--- src/rtl/nic_csr_pkg.sv ---
package nic_csr_pkg;

    typedef enum logic [1:0] {
        ST_HALTED  = 2'd0,
        ST_LOADING = 2'd1,
        ST_ACTIVE  = 2'd2
    } run_state_e;

    // Register 0 bit positions
    localparam int B_INIT  = 0;
    localparam int B_START = 1;
    localparam int B_HALT  = 2;
    localparam int B_POLL  = 3;
    localparam int B_TXON  = 4;
    localparam int B_RXON  = 5;
    localparam int B_IEN   = 6;
    localparam int B_IRQ   = 7;
    localparam int B_FLAG0 = 8;
    localparam int B_ERR   = 15;

    localparam int NUM_FLAGS   = 7;
    localparam int ERR_FLAG_LO = 3;   // flags 3..6 feed the error summary

    // Register indices
    localparam int IDX_CTRL   = 0;
    localparam int IDX_IBA_LO = 1;
    localparam int IDX_IBA_HI = 2;
    localparam int IDX_BUS    = 3;
    localparam int IDX_MCAST0 = 8;
    localparam int IDX_MODE   = 15;

endpackage

--- src/rtl/nic_csr_fsm.sv ---
module nic_csr_fsm
    import nic_csr_pkg::*;
(
    input  logic       clk,
    input  logic       rst_n,
    input  logic       ctrl_we,
    input  logic       cmd_init,
    input  logic       cmd_start,
    input  logic       cmd_halt,
    input  logic       cmd_poll,
    output run_state_e state_q,
    output logic       init_pulse,
    output logic       start_pulse,
    output logic       stop_pulse,
    output logic       poll_pulse
);

    run_state_e state_n;

    always_comb begin
        state_n = state_q;
        unique case (state_q)
            ST_HALTED: begin
                if (ctrl_we && !cmd_halt) begin
                    if (cmd_start)     state_n = ST_ACTIVE;
                    else if (cmd_init) state_n = ST_LOADING;
                end
            end
            ST_LOADING: begin
                if (ctrl_we) begin
                    if (cmd_halt)       state_n = ST_HALTED;
                    else if (cmd_start) state_n = ST_ACTIVE;
                end
            end
            ST_ACTIVE: begin
                if (ctrl_we) begin
                    if (cmd_halt)      state_n = ST_HALTED;
                    else if (cmd_start) state_n = ST_ACTIVE;
                    else if (cmd_init)  state_n = ST_LOADING;
                end
            end
            default: state_n = ST_HALTED;
        endcase
    end

    // State register
    always_ff @(posedge clk) begin
        if (!rst_n) state_q <= ST_HALTED;
        else        state_q <= state_n;
    end

    // Strobe outputs
    always_ff @(posedge clk) begin
        if (!rst_n) begin
            init_pulse  <= 1'b0;
            start_pulse <= 1'b0;
            stop_pulse  <= 1'b0;
            poll_pulse  <= 1'b0;
        end else begin
            init_pulse  <= ctrl_we && cmd_init  && !cmd_halt;
            start_pulse <= ctrl_we && cmd_start && !cmd_halt;
            stop_pulse  <= ctrl_we && cmd_halt;
            poll_pulse  <= ctrl_we && cmd_poll  && !cmd_halt
                           && (state_n == ST_ACTIVE);
        end
    end

endmodule

--- src/rtl/nic_csr_flags.sv ---
module nic_csr_flags #(
    parameter int NF = 7
) (
    input  logic          clk,
    input  logic          rst_n,
    input  logic          accept,
    input  logic          clear_all,
    input  logic [NF-1:0] ev,
    input  logic [NF-1:0] w1c,
    input  logic          ien_we,
    input  logic          ien_d,
    output logic [NF-1:0] flags_q,
    output logic          ien_q
);

    for (genvar k = 0; k < NF; k++) begin : g_flag
        always_ff @(posedge clk) begin
            if (!rst_n || clear_all)
                flags_q[k] <= 1'b0;
            else if (accept && ev[k])
                flags_q[k] <= 1'b1;
            else if (w1c[k])
                flags_q[k] <= 1'b0;
        end
    end

    always_ff @(posedge clk) begin
        if (!rst_n || clear_all) ien_q <= 1'b0;
        else if (ien_we)         ien_q <= ien_d;
    end

endmodule

--- src/rtl/nic_csr_cfg.sv ---
module nic_csr_cfg #(
    parameter int DW       = 16,
    parameter int IDX_W    = 4,
    parameter int MC_WORDS = 4,
    parameter int BUS_BITS = 3,
    parameter int LO_IDX   = 1,
    parameter int HI_IDX   = 2,
    parameter int BUS_IDX  = 3,
    parameter int MC_IDX0  = 8,
    parameter int MODE_IDX = 15
) (
    input  logic                   clk,
    input  logic                   rst_n,
    input  logic                   we,
    input  logic [IDX_W-1:0]       idx,
    input  logic [DW-1:0]          wd,
    input  logic                   bus_clr,
    output logic [DW-1:0]          iba_lo,
    output logic [DW-1:0]          iba_hi,
    output logic [BUS_BITS-1:0]    bus_q,
    output logic [MC_WORDS*DW-1:0] mc_q,
    output logic [DW-1:0]          mode_q
);

    always_ff @(posedge clk) begin
        if (!rst_n) begin
            iba_lo <= '0;
            iba_hi <= '0;
            mode_q <= '0;
        end else if (we) begin
            if (idx == IDX_W'(LO_IDX))   iba_lo <= wd;
            if (idx == IDX_W'(HI_IDX))   iba_hi <= wd;
            if (idx == IDX_W'(MODE_IDX)) mode_q <= wd;
        end
    end

    always_ff @(posedge clk) begin
        if (!rst_n || bus_clr)
            bus_q <= '0;
        else if (we && idx == IDX_W'(BUS_IDX))
            bus_q <= wd[BUS_BITS-1:0];
    end

    for (genvar w = 0; w < MC_WORDS; w++) begin : g_mc
        always_ff @(posedge clk) begin
            if (!rst_n)
                mc_q[w*DW +: DW] <= '0;
            else if (we && idx == IDX_W'(MC_IDX0 + w))
                mc_q[w*DW +: DW] <= wd;
        end
    end

endmodule

--- src/rtl/nic_csr_unit.sv ---
module nic_csr_unit
    import nic_csr_pkg::*;
#(
    parameter int IDX_W    = 4,
    parameter int MC_WORDS = 4,
    parameter int BUS_BITS = 3
) (
    input  logic                   clk,
    input  logic                   rst_n,
    input  logic                   idx_we,
    input  logic                   data_we,
    input  logic [15:0]            wdata,
    output logic [15:0]            rdata,
    input  logic [NUM_FLAGS-1:0]   ev_pulse,
    output logic                   irq,
    output logic                   init_pulse,
    output logic                   start_pulse,
    output logic                   stop_pulse,
    output logic                   poll_pulse,
    output logic [31:0]            init_addr,
    output logic [BUS_BITS-1:0]    bus_ctl,
    output logic [MC_WORDS*16-1:0] mcast_filter,
    output logic                   promisc
);

    localparam int DW   = 16;
    localparam int MC_W = MC_WORDS * DW;

    logic [IDX_W-1:0]     idx_q;
    run_state_e           state_q;
    logic [NUM_FLAGS-1:0] flags_q;
    logic                 ien_q;
    logic                 ctrl_we;
    logic                 halt_wr;
    logic                 halted;
    logic [DW-1:0]        csr0_rd;
    logic [DW-1:0]        iba_lo, iba_hi, mode_q;
    logic [MC_W-1:0]      mc_q;
    logic [BUS_BITS-1:0]  bus_q;

    always_ff @(posedge clk) begin
        if (!rst_n)      idx_q <= '0;
        else if (idx_we) idx_q <= wdata[IDX_W-1:0];
    end

    assign ctrl_we = data_we && (idx_q == IDX_W'(IDX_CTRL));
    assign halt_wr = ctrl_we && wdata[B_HALT];
    assign halted  = (state_q == ST_HALTED);

    nic_csr_fsm u_fsm (
        .clk        (clk),
        .rst_n      (rst_n),
        .ctrl_we    (ctrl_we),
        .cmd_init   (wdata[B_INIT]),
        .cmd_start  (wdata[B_START]),
        .cmd_halt   (wdata[B_HALT]),
        .cmd_poll   (wdata[B_POLL]),
        .state_q    (state_q),
        .init_pulse (init_pulse),
        .start_pulse(start_pulse),
        .stop_pulse (stop_pulse),
        .poll_pulse (poll_pulse)
    );

    nic_csr_flags #(.NF(NUM_FLAGS)) u_flags (
        .clk      (clk),
        .rst_n    (rst_n),
        .accept   (!halted),
        .clear_all(halt_wr),
        .ev       (ev_pulse),
        .w1c      (ctrl_we ? wdata[B_FLAG0 +: NUM_FLAGS] : '0),
        .ien_we   (ctrl_we),
        .ien_d    (wdata[B_IEN]),
        .flags_q  (flags_q),
        .ien_q    (ien_q)
    );

    nic_csr_cfg #(
        .DW      (DW),
        .IDX_W   (IDX_W),
        .MC_WORDS(MC_WORDS),
        .BUS_BITS(BUS_BITS),
        .LO_IDX  (IDX_IBA_LO),
        .HI_IDX  (IDX_IBA_HI),
        .BUS_IDX (IDX_BUS),
        .MC_IDX0 (IDX_MCAST0),
        .MODE_IDX(IDX_MODE)
    ) u_cfg (
        .clk    (clk),
        .rst_n  (rst_n),
        .we     (data_we && halted),
        .idx    (idx_q),
        .wd     (wdata),
        .bus_clr(halt_wr),
        .iba_lo (iba_lo),
        .iba_hi (iba_hi),
        .bus_q  (bus_q),
        .mc_q   (mc_q),
        .mode_q (mode_q)
    );

    always_comb begin
        csr0_rd          = '0;
        csr0_rd[B_INIT]  = init_pulse;
        csr0_rd[B_START] = start_pulse;
        csr0_rd[B_HALT]  = halted;
        csr0_rd[B_POLL]  = poll_pulse;
        csr0_rd[B_TXON]  = (state_q == ST_ACTIVE);
        csr0_rd[B_RXON]  = (state_q == ST_ACTIVE);
        csr0_rd[B_IEN]   = ien_q;
        csr0_rd[B_IRQ]   = |flags_q;
        csr0_rd[B_FLAG0 +: NUM_FLAGS] = flags_q;
        csr0_rd[B_ERR]   = |flags_q[NUM_FLAGS-1:ERR_FLAG_LO];
    end

    always_comb begin
        rdata = '0;
        if (idx_q == IDX_W'(IDX_CTRL))   rdata = csr0_rd;
        if (idx_q == IDX_W'(IDX_IBA_LO)) rdata = iba_lo;
        if (idx_q == IDX_W'(IDX_IBA_HI)) rdata = iba_hi;
        if (idx_q == IDX_W'(IDX_BUS))    rdata = DW'(bus_q);
        if (idx_q == IDX_W'(IDX_MODE))   rdata = mode_q;
        for (int w = 0; w < MC_WORDS; w++)
            if (idx_q == IDX_W'(IDX_MCAST0 + w)) rdata = mc_q[w*DW +: DW];
    end

    assign irq          = ien_q && (|flags_q);
    assign init_addr    = {iba_hi, iba_lo};
    assign bus_ctl      = bus_q;
    assign mcast_filter = mc_q;
    assign promisc      = mode_q[DW-1];

endmodule

--- config.mk ---
export PLATFORM = sky130hd
export DESIGN_NAME = nic_csr_unit
export DESIGN_NICKNAME = d
export VERILOG_FILES = /design/src/rtl/nic_csr_pkg.sv /design/src/rtl/nic_csr_fsm.sv /design/src/rtl/nic_csr_flags.sv /design/src/rtl/nic_csr_cfg.sv /design/src/rtl/nic_csr_unit.sv
export SDC_FILE = /design/constraint.sdc
export NUM_CORES = 1
export LEC_CHECK = 0
export CORE_ASPECT_RATIO = 0.7
export CORE_UTILIZATION = 46
export CTS_CLUSTER_DIAMETER = 150
export CTS_CLUSTER_SIZE = 8
export DETAILED_ROUTE_END_ITERATION = 8
export GPL_ROUTABILITY_DRIVEN = 0
export GPL_TIMING_DRIVEN = 0
export PLACE_DENSITY_LB_ADDON = 0.15
export SYNTH_ARGS = -nofsm -noshare
export SYNTH_HDL_FRONTEND = slang
export SYNTH_SLANG_ARGS = --single-unit
--- constraint.sdc ---
create_clock -name clk -period 1.5 [get_ports clk]
set_input_delay 0.225 -clock clk [delete_from_list [all_inputs] [get_ports clk]]
set_output_delay 0.225 -clock clk [all_outputs]
set_load 0.01 [all_outputs]
==> summary.txt, run 1 <==
Status - finished, violations left
Failing checks - negative setup slack
Reg-to-Reg End - u_cfg.iba_hi[14]$_SDFFE_PN0P_
Drt drc - 0
Synth top area cells - dfxtp_1 40%, mux2i_1 10%, nand2_1 7.8%, a21boi_0 7.6%, nor2b_1 5.7%
Post-route ant nets - 0
Avg Cell Area, Syn - 8.32 sq um
CTS root buf - clkbuf_16
Rows - 36
Iteration-0 DRC Markers - 1127
Reg2reg setup slack - -0.69 ns
Die area - 0.0149 sq mm
Critical path, cell by cell - buf_6 -> and4_1 -> a311o_1 -> a222oi_1 -> o21ai_1 -> buf_2
Clk_skew - 0.00916 ns
Seq/Total Area, Yosys - 0.401
Seq pwr share - 0.384
Hold Vio Cnt, Final - 0
Pwr/cell area - 871 mW/mm^2
CTS buffer count - 17
Boundary Pins - 148
Post-DP HPWL - 17500 um
Ys async rst share - 0
Yosys top cell area share - 0.401
Largest net degree at the start of global routing - 17
Comb pwr share - 0.182
Cell internal pwr - 6830 uW
Crit-path max FO - 5
Worst-margin pin slew - 1.04 ns
Worst VDD drop - 1.03 mV
Commonest non-fill, non-tap cell in the layout - nand2_1
Nature of the critical path startpoint - flop
Post-synth top area cell - dfxtp_1
Tcrit/Tclk final - 1.75
Final cell count without fillers - 1235
Vias in the first global route - 6817
Worst-Skew Late Latency - 0.42 ns
Mapped Area - 0.00664 sq mm
Final Setup Violations - 143
Worst hold stages - 3
Gr usage total - 0.363
Area grow syn2layout - 64.6%
WHS Endpoint - idx_q[0]$_SDFFE_PN0P_
Slowest CP cell - a222oi_1
Cell count after synthesis - 798
HP Class - input pin to flop
Hold Startpoint - idx_we
Clock sinks - 133
Crit path capture type - primary output
Yosys warns - 0
Final wirelength - 30900 um
Die height - 103 um
Post-synth EDFFs - 0
CTS clk-pin slew, worst paths - 0.06 ns
P_leak - 0.00463 uW
Die width - 146 um
Routed vias - 7745
FMAX - 0.382 GHz
Slew margin rel. - 0.309
CP delay by family, top - compound AO/OA/AOI/OAI gates
First-pass GRT wire length - 40400 um
Routed WL per cell - 25.1 um
Total gr overflow - 0
Critical path's largest stage delay - 0.64 ns
Detailed Routing Iterations Pass 1 - 5
Fin util - 0.780
Critical Path RT - 1.27 ns
Most frequent cells in the layout - 121 x nand2_1, 118 x dfxtp_1, 103 x dlygate4sd2_1
PortBufs - 137
Vias per cell - 6.27
Core area - 0.0140 sq mm
Starting Density - 0.474
Ys flop type - dfxtp_1
Setup CP Type - flop to primary output
Post-route setup slack - -1.12 ns
TritonCTS clock tree - built
Final #Nets - 1061
Cell variety after synth - 56
Worst EP arrival - 2.40 ns
Switching pwr - 2680 uW
Pre-CTS WS - -1.29 ns
Tmin final - 2.62 ns
Dpl cells - 1125
Htree depth - 4
Ant diodes - 0
Initial antenna violation count - 0
Max capacitance violation total - 0
Clock share of power - 0.433
Yosys reg bits - 133
Slew Viols, Final - 0
RSZ-0062 raised after global routing - yes
Syn Nets - 825
WP buf/inv - 2
Switching share of power - 0.281
Share of layout cells above drive strength 1 - 0.342
R2R depth - 11
Bufs on Longest Clock Path - 2
Crit Reg-Reg Startpoint - idx_q[2]$_SDFFE_PN0P_
metrics by stage:
step	hold slack [ns]	TNS, ns	instance area, sq um	power [uW]
2_1_floorplan	0.360	-1.87	6780	4320
3_3_place_gp	0.458	-94.52	8380	4790
3_5_place_dp	0.457	-94.48	8380	4790
4_1_cts	0.221	-31.30	10100	9100
5_1_grt	0.255	-59.79	10900	9660
6_report	0.222	-53.20	10900	9510
kinds of logic after synthesis:
kind of cell / count (synthesis) / share of synthesized area
AND/OR/NAND/NOR: 324 / 0.252
multiplexers: 66 / 0.0995
buffers and inverters: 84 / 0.0594
AO/OA/AOI/OAI: 190 / 0.187
XOR/XNOR: 1 / 0.00132
flip-flops: 133 / 0.401
worst max path at each step:
stage	slack, ns	startpoint	cells past startpoint	to
after floorplan	-0.15	idx_q[1]$_SDFFE_PN0P_	6	rdata[2]
after global placement	-1.28	idx_q[3]$_SDFFE_PN0P_	6	rdata[7]
after detailed placement	-1.29	idx_q[3]$_SDFFE_PN0P_	6	rdata[7]
after CTS	-0.95	idx_q[1]$_SDFFE_PN0P_	6	rdata[5]
after global routing	-1.11	idx_q[2]$_SDFFE_PN0P_	6	rdata[5]
final	-1.12	idx_q[1]$_SDFFE_PN0P_	6	rdata[5]
registers in the layout, indices dropped and copies added (netlist names):
register	cells
u_cfg.mode_q	16
u_fsm.stop_pulse	1
u_fsm.init_pulse	1
u_flags.flags_q	7
u_cfg.bus_q	3
u_flags.ien_q	1
u_cfg.mc_q	64
u_cfg.iba_lo	16
idx_q	4
u_cfg.iba_hi	16
u_fsm.poll_pulse	1
u_fsm.start_pulse	1
u_fsm.state_q	2
tightest hold or removal path, delay by kind of cell:
family,cells,cell delay [ns]
multiplexers,1,0.17
AND/OR/NAND/NOR,1,0.05
buffers and inverters,1,0.15
power by group through the flow:
stage	clock network (uW)	registers, uW	logic [uW]
after global routing	4240	3660	1770
final	4120	3660	1730
after detailed placement	0	3720	1060
after floorplan	0	3720	602
after CTS	4070	3650	1380
after global placement	0	3720	1060
layer usage:
metal / vias up / GRT usage / wire, um
met1: 3600 / 0.497 / 12200
met5: - / 0 / 0
met4: 0 / 0.182 / 1740
met3: 189 / 0.105 / 4190
li1: 3237 / - / -
met2: 719 / 0.523 / 12800
area by class of cell:
class | count | area, sq um
Clock buffer | 18 | 439
Fill cell | 838 | 3080
Tap cell | 190 | 238
Sequential cell | 133 | 2690
Buffer | 76 | 741
Clock inverter | 12 | 133
Inverter | 5 | 23.8
Timing Repair Buffer | 220 | 2170
Multi-Input combinational cell | 581 | 4490
cells in the mapped netlist (all sizes together), types with 2 or more instances:
cell type and instances:
a21boi 68, nand2b 12, and4 3, a311o 2
nor2 19, dfxtp 133, nor4b 4, clkbuf 48
mux2i 66, or3b 9, o221ai 2, nand4b 2
o211ai 2, a222oi 2, inv 5, nor4 2
o22ai 15, a21oi 52, and2 5, nor2b 61
nor3 14, buf 31, o2bb2ai 11, nand3 38
nand4 3, nor3b 3, o21ai 28, nand2 138
and3 5, a21o 2, and2b 2
what timing repair did:
item                                   4_1_cts  5_1_grt
buffers inserted                            44       27
cloned                                      12        4
pin swaps                                   67       74
resized for setup                          402      183
hold buffers                                 0        0
endpoints found under the hold margin        0        0
setup endpoints to repair                  241      144
Note: power is estimated with default switching activity, not from simulation.
==> run 2: changes to the inputs <==
Settings changed: CORE_UTILIZATION 46 to 45, SYNTH_HIERARCHICAL set to 1, TNS_END_PERCENT set to 10.
==> run 2 against run 1 <==
The run still ends with negative setup slack left. Sequential power hardly changed. Sequential share of layout area is 3.6 points higher. Register-to-register slack improved by 0.17 ns. Largest power group unchanged.
==> summary.txt, run 2 <==
Failing checks - negative setup slack
Share of layout cells above drive strength 1 - 0.269 (-0.0726)
Post-route setup slack - -0.828 ns (+0.293 ns)
Dpl cells - 1032 (-8.3%)
Crit path capture type - primary output
Area grow syn2layout - 50.2%
Seq/Total Area, Yosys - 0.421 (+0.0197)
Critical path, cell by cell - or4_4 -> nor4_4 -> o22ai_2 -> a22oi_2 -> nor3_2 -> buf_2
Max capacitance violation total - 0 (unchanged)
Rows - 35 (-2.8%)
Boundary Pins - 148 (unchanged)
Final #Nets - 936 (-12%)
DP Area - 0.00804 sq mm (-4.1%)
Avg Cell Area, Syn - 9.03 sq um (+8.5%)
Fin util - 0.707 (-0.0728)
CTS clk-pin slew, worst paths - 0.06 ns (about the same)
Routed WL per cell - 21.6 um (-14%)
Bufs on Longest Clock Path - 2 (unchanged)
Tcrit/Tclk final - 1.55 (-0.196)
Most frequent cell after synthesis - nand2_1
Slew margin rel. - 0.626 (+0.318)
P_leak - 0.00424 uW (-8.2%)
Ys flop type - dfxtp_1
CTS buffer count - 17 (unchanged)
Gr usage total - 0.327 (-0.0363)
Crit-path max FO - 2 (-3)
Detailed Routing Iterations Pass 1 - 7 (+2)
Synth top area cells - dfxtp_1 42%, mux2i_1 21%, nand2_1 9.8%, o22ai_1 2.2%, o21ai_0 1.9%
Starting Density - 0.471 (-0.00319)
Status - finished, violations left
Worst VDD drop - 0.885 mV (-14%)
Critical path's largest stage delay - 0.55 ns (-0.09 ns)
Die area - 0.0145 sq mm (-2.5%)
Final Cell Area - 0.00951 sq mm (-13%)
Total gr overflow - 0 (unchanged)
HP Class - input pin to flop
Die width - 144 um (-1.3%)
Routed vias - 6446 (-17%)
Slew Viols, Final - 0 (unchanged)
Hold Vio Cnt, Final - 0 (unchanged)
FMAX - 0.430 GHz (+13%)
TritonCTS clock tree - built
Vias in the first global route - 6304 (-7.5%)
Post-DP HPWL - 15900 um (-9.0%)
Worst-Skew Late Latency - 0.42 ns (about the same)
Worst-margin pin slew - 0.558 ns (-0.478 ns)
Vias per cell - 5.82 (-7.1%)
RSZ-0062 raised after global routing - yes
Yosys warns - 6 (+6)
Clock sinks - 133 (unchanged)
Worst EP arrival - 2.10 ns (-0.30 ns)
Critical Path RT - 1.27 ns (about the same)
Syn Nets - 728 (-12%)
Most flop-heavy register - u_cfg/mc_q
Htree depth - 4 (unchanged)
Ant diodes - 0 (unchanged)
Cell count after synthesis - 701 (-12%)
Drt drc - 0 (unchanged)
Commonest non-fill, non-tap cell in the layout - nand2_1
CP delay by family, top - simple AND/OR/NAND/NOR gates
Post-route ant nets - 0 (unchanged)
Pwr/cell area - 949 mW/mm^2 (+9.0%)
Slowest CP cell - or4_4
WP buf/inv - 1 (-1)
Largest net degree at the start of global routing - 17 (unchanged)
Cell variety after synth - 54 (-3.6%)
CTS root buf - clkbuf_16
Final wirelength - 23900 um (-23%)
Yosys top cell area share - 0.421 (+0.0197)
Core area - 0.0134 sq mm (-4.0%)
Final cell count without fillers - 1107 (-10%)
Tmin final - 2.33 ns (-0.293 ns)
Post-synth top area cell - dfxtp_1
Pre-CTS WS - -1.19 ns (+0.0992 ns)
Ys async rst share - 0 (unchanged)
Die height - 101 um (-1.3%)
Nature of the critical path startpoint - flop
Max FFs per register - 64 (unchanged)
Most frequent cells in the layout - 162 x nand2_1, 125 x dfxtp_1, 124 x mux2i_1
Initial antenna violation count - 0 (unchanged)
Final Setup Violations - 140 (-2.1%)
Yosys reg bits - 133 (unchanged)
Setup CP Type - flop to primary output
Post-synth EDFFs - 0 (unchanged)
Clk_skew - 0.0108 ns (+0.00161 ns)
PortBufs - 146 (+6.6%)
First-pass GRT wire length - 35200 um (-13%)
Iteration-0 DRC Markers - 671 (-40%)
Mapped Area - 0.00633 sq mm (-4.7%)
Synth top cells by count - 166 x nand2_1, 133 x dfxtp_1, 130 x mux2i_1, 25 x nor2_1, 24 x o21ai_0
-- run 2: worst reg2reg max path: stages, from the launching register on --
cell	delay [ns]
dfxtp_4	0.35
or2_4	0.28
nor2_4	0.20
nand3b_2	0.17
nor3_4	0.47
buf_6	0.26
mux2i_1	0.21
-- run 2: timing repair --
| action | CTS | global route |
|---|---|---|
| resized for setup | 332 | 48 |
| setup endpoints to repair | 248 | 145 |
| hold buffers | 0 | 0 |
| gates cloned | 3 | 2 |
| pin swaps | 42 | 18 |
| buffers inserted | 32 | 7 |
-- run 2: per-stage QoR --
stage                     setup TNS, ns  total power [uW]  hold slack [ns]
after floorplan                  -17.50              4310            0.353
after global placement           -99.46              4770            0.442
after detailed placement        -109.49              4790            0.458
after CTS                        -37.22              8890            0.222
after global routing             -51.41              9260            0.243
final                            -45.40              9020            0.233
-- run 2: layout make-up --
class,count,area [sq um]
buffer,48,527
tap,185,231
clock buffer,18,429
timing repair buffer,189,1660
clock inverter,14,128
fill,997,3940
multi-input combinational,517,3840
sequential,133,2680
inverter,3,11.3
-- run 2: kinds of logic after synthesis --
family / count (synthesis) / share of synthesized area
DFF: 133 / 0.421
AOI/OAI and AO/OA: 116 / 0.120
muxes: 132 / 0.209
and+or+nand+nor: 269 / 0.205
buffers and inverters: 51 / 0.0449
-- run 2: metal layers --
metal  track usage  up-vias  wire [um]
li1              -     2860          -
met1         0.445     3077      10300
met2         0.494      448      10300
met3        0.0965       61       2830
met4         0.109        0        500
met5             0        -          0
-- run 2: final timing paths --
check	from	endpoint	slack [ns]	depth (start not counted)
setup / recovery	u_flags/flags_q[4]$_SDFFE_PP0P_	rdata[7]	-0.83	6
setup reg to reg	u_fsm/state_q[0]$_SDFF_PN0_	u_cfg/iba_hi[3]$_SDFFE_PN0P_	-0.52	6
hold reg to reg	u_cfg/mode_q[13]$_SDFFE_PN0P_	u_cfg/mode_q[13]$_SDFFE_PN0P_	0.47	2
hold / removal	idx_we	idx_q[0]$_SDFFE_PN0P_	0.23	3
-- run 2: report_power, final --
part / switching [uW] / leakage [uW] / internal (uW)
logic: 787 / 0.00290 / 626
registers: 60.8 / 0.00108 / 3590
clock network: 1670 / 0.000263 / 2290
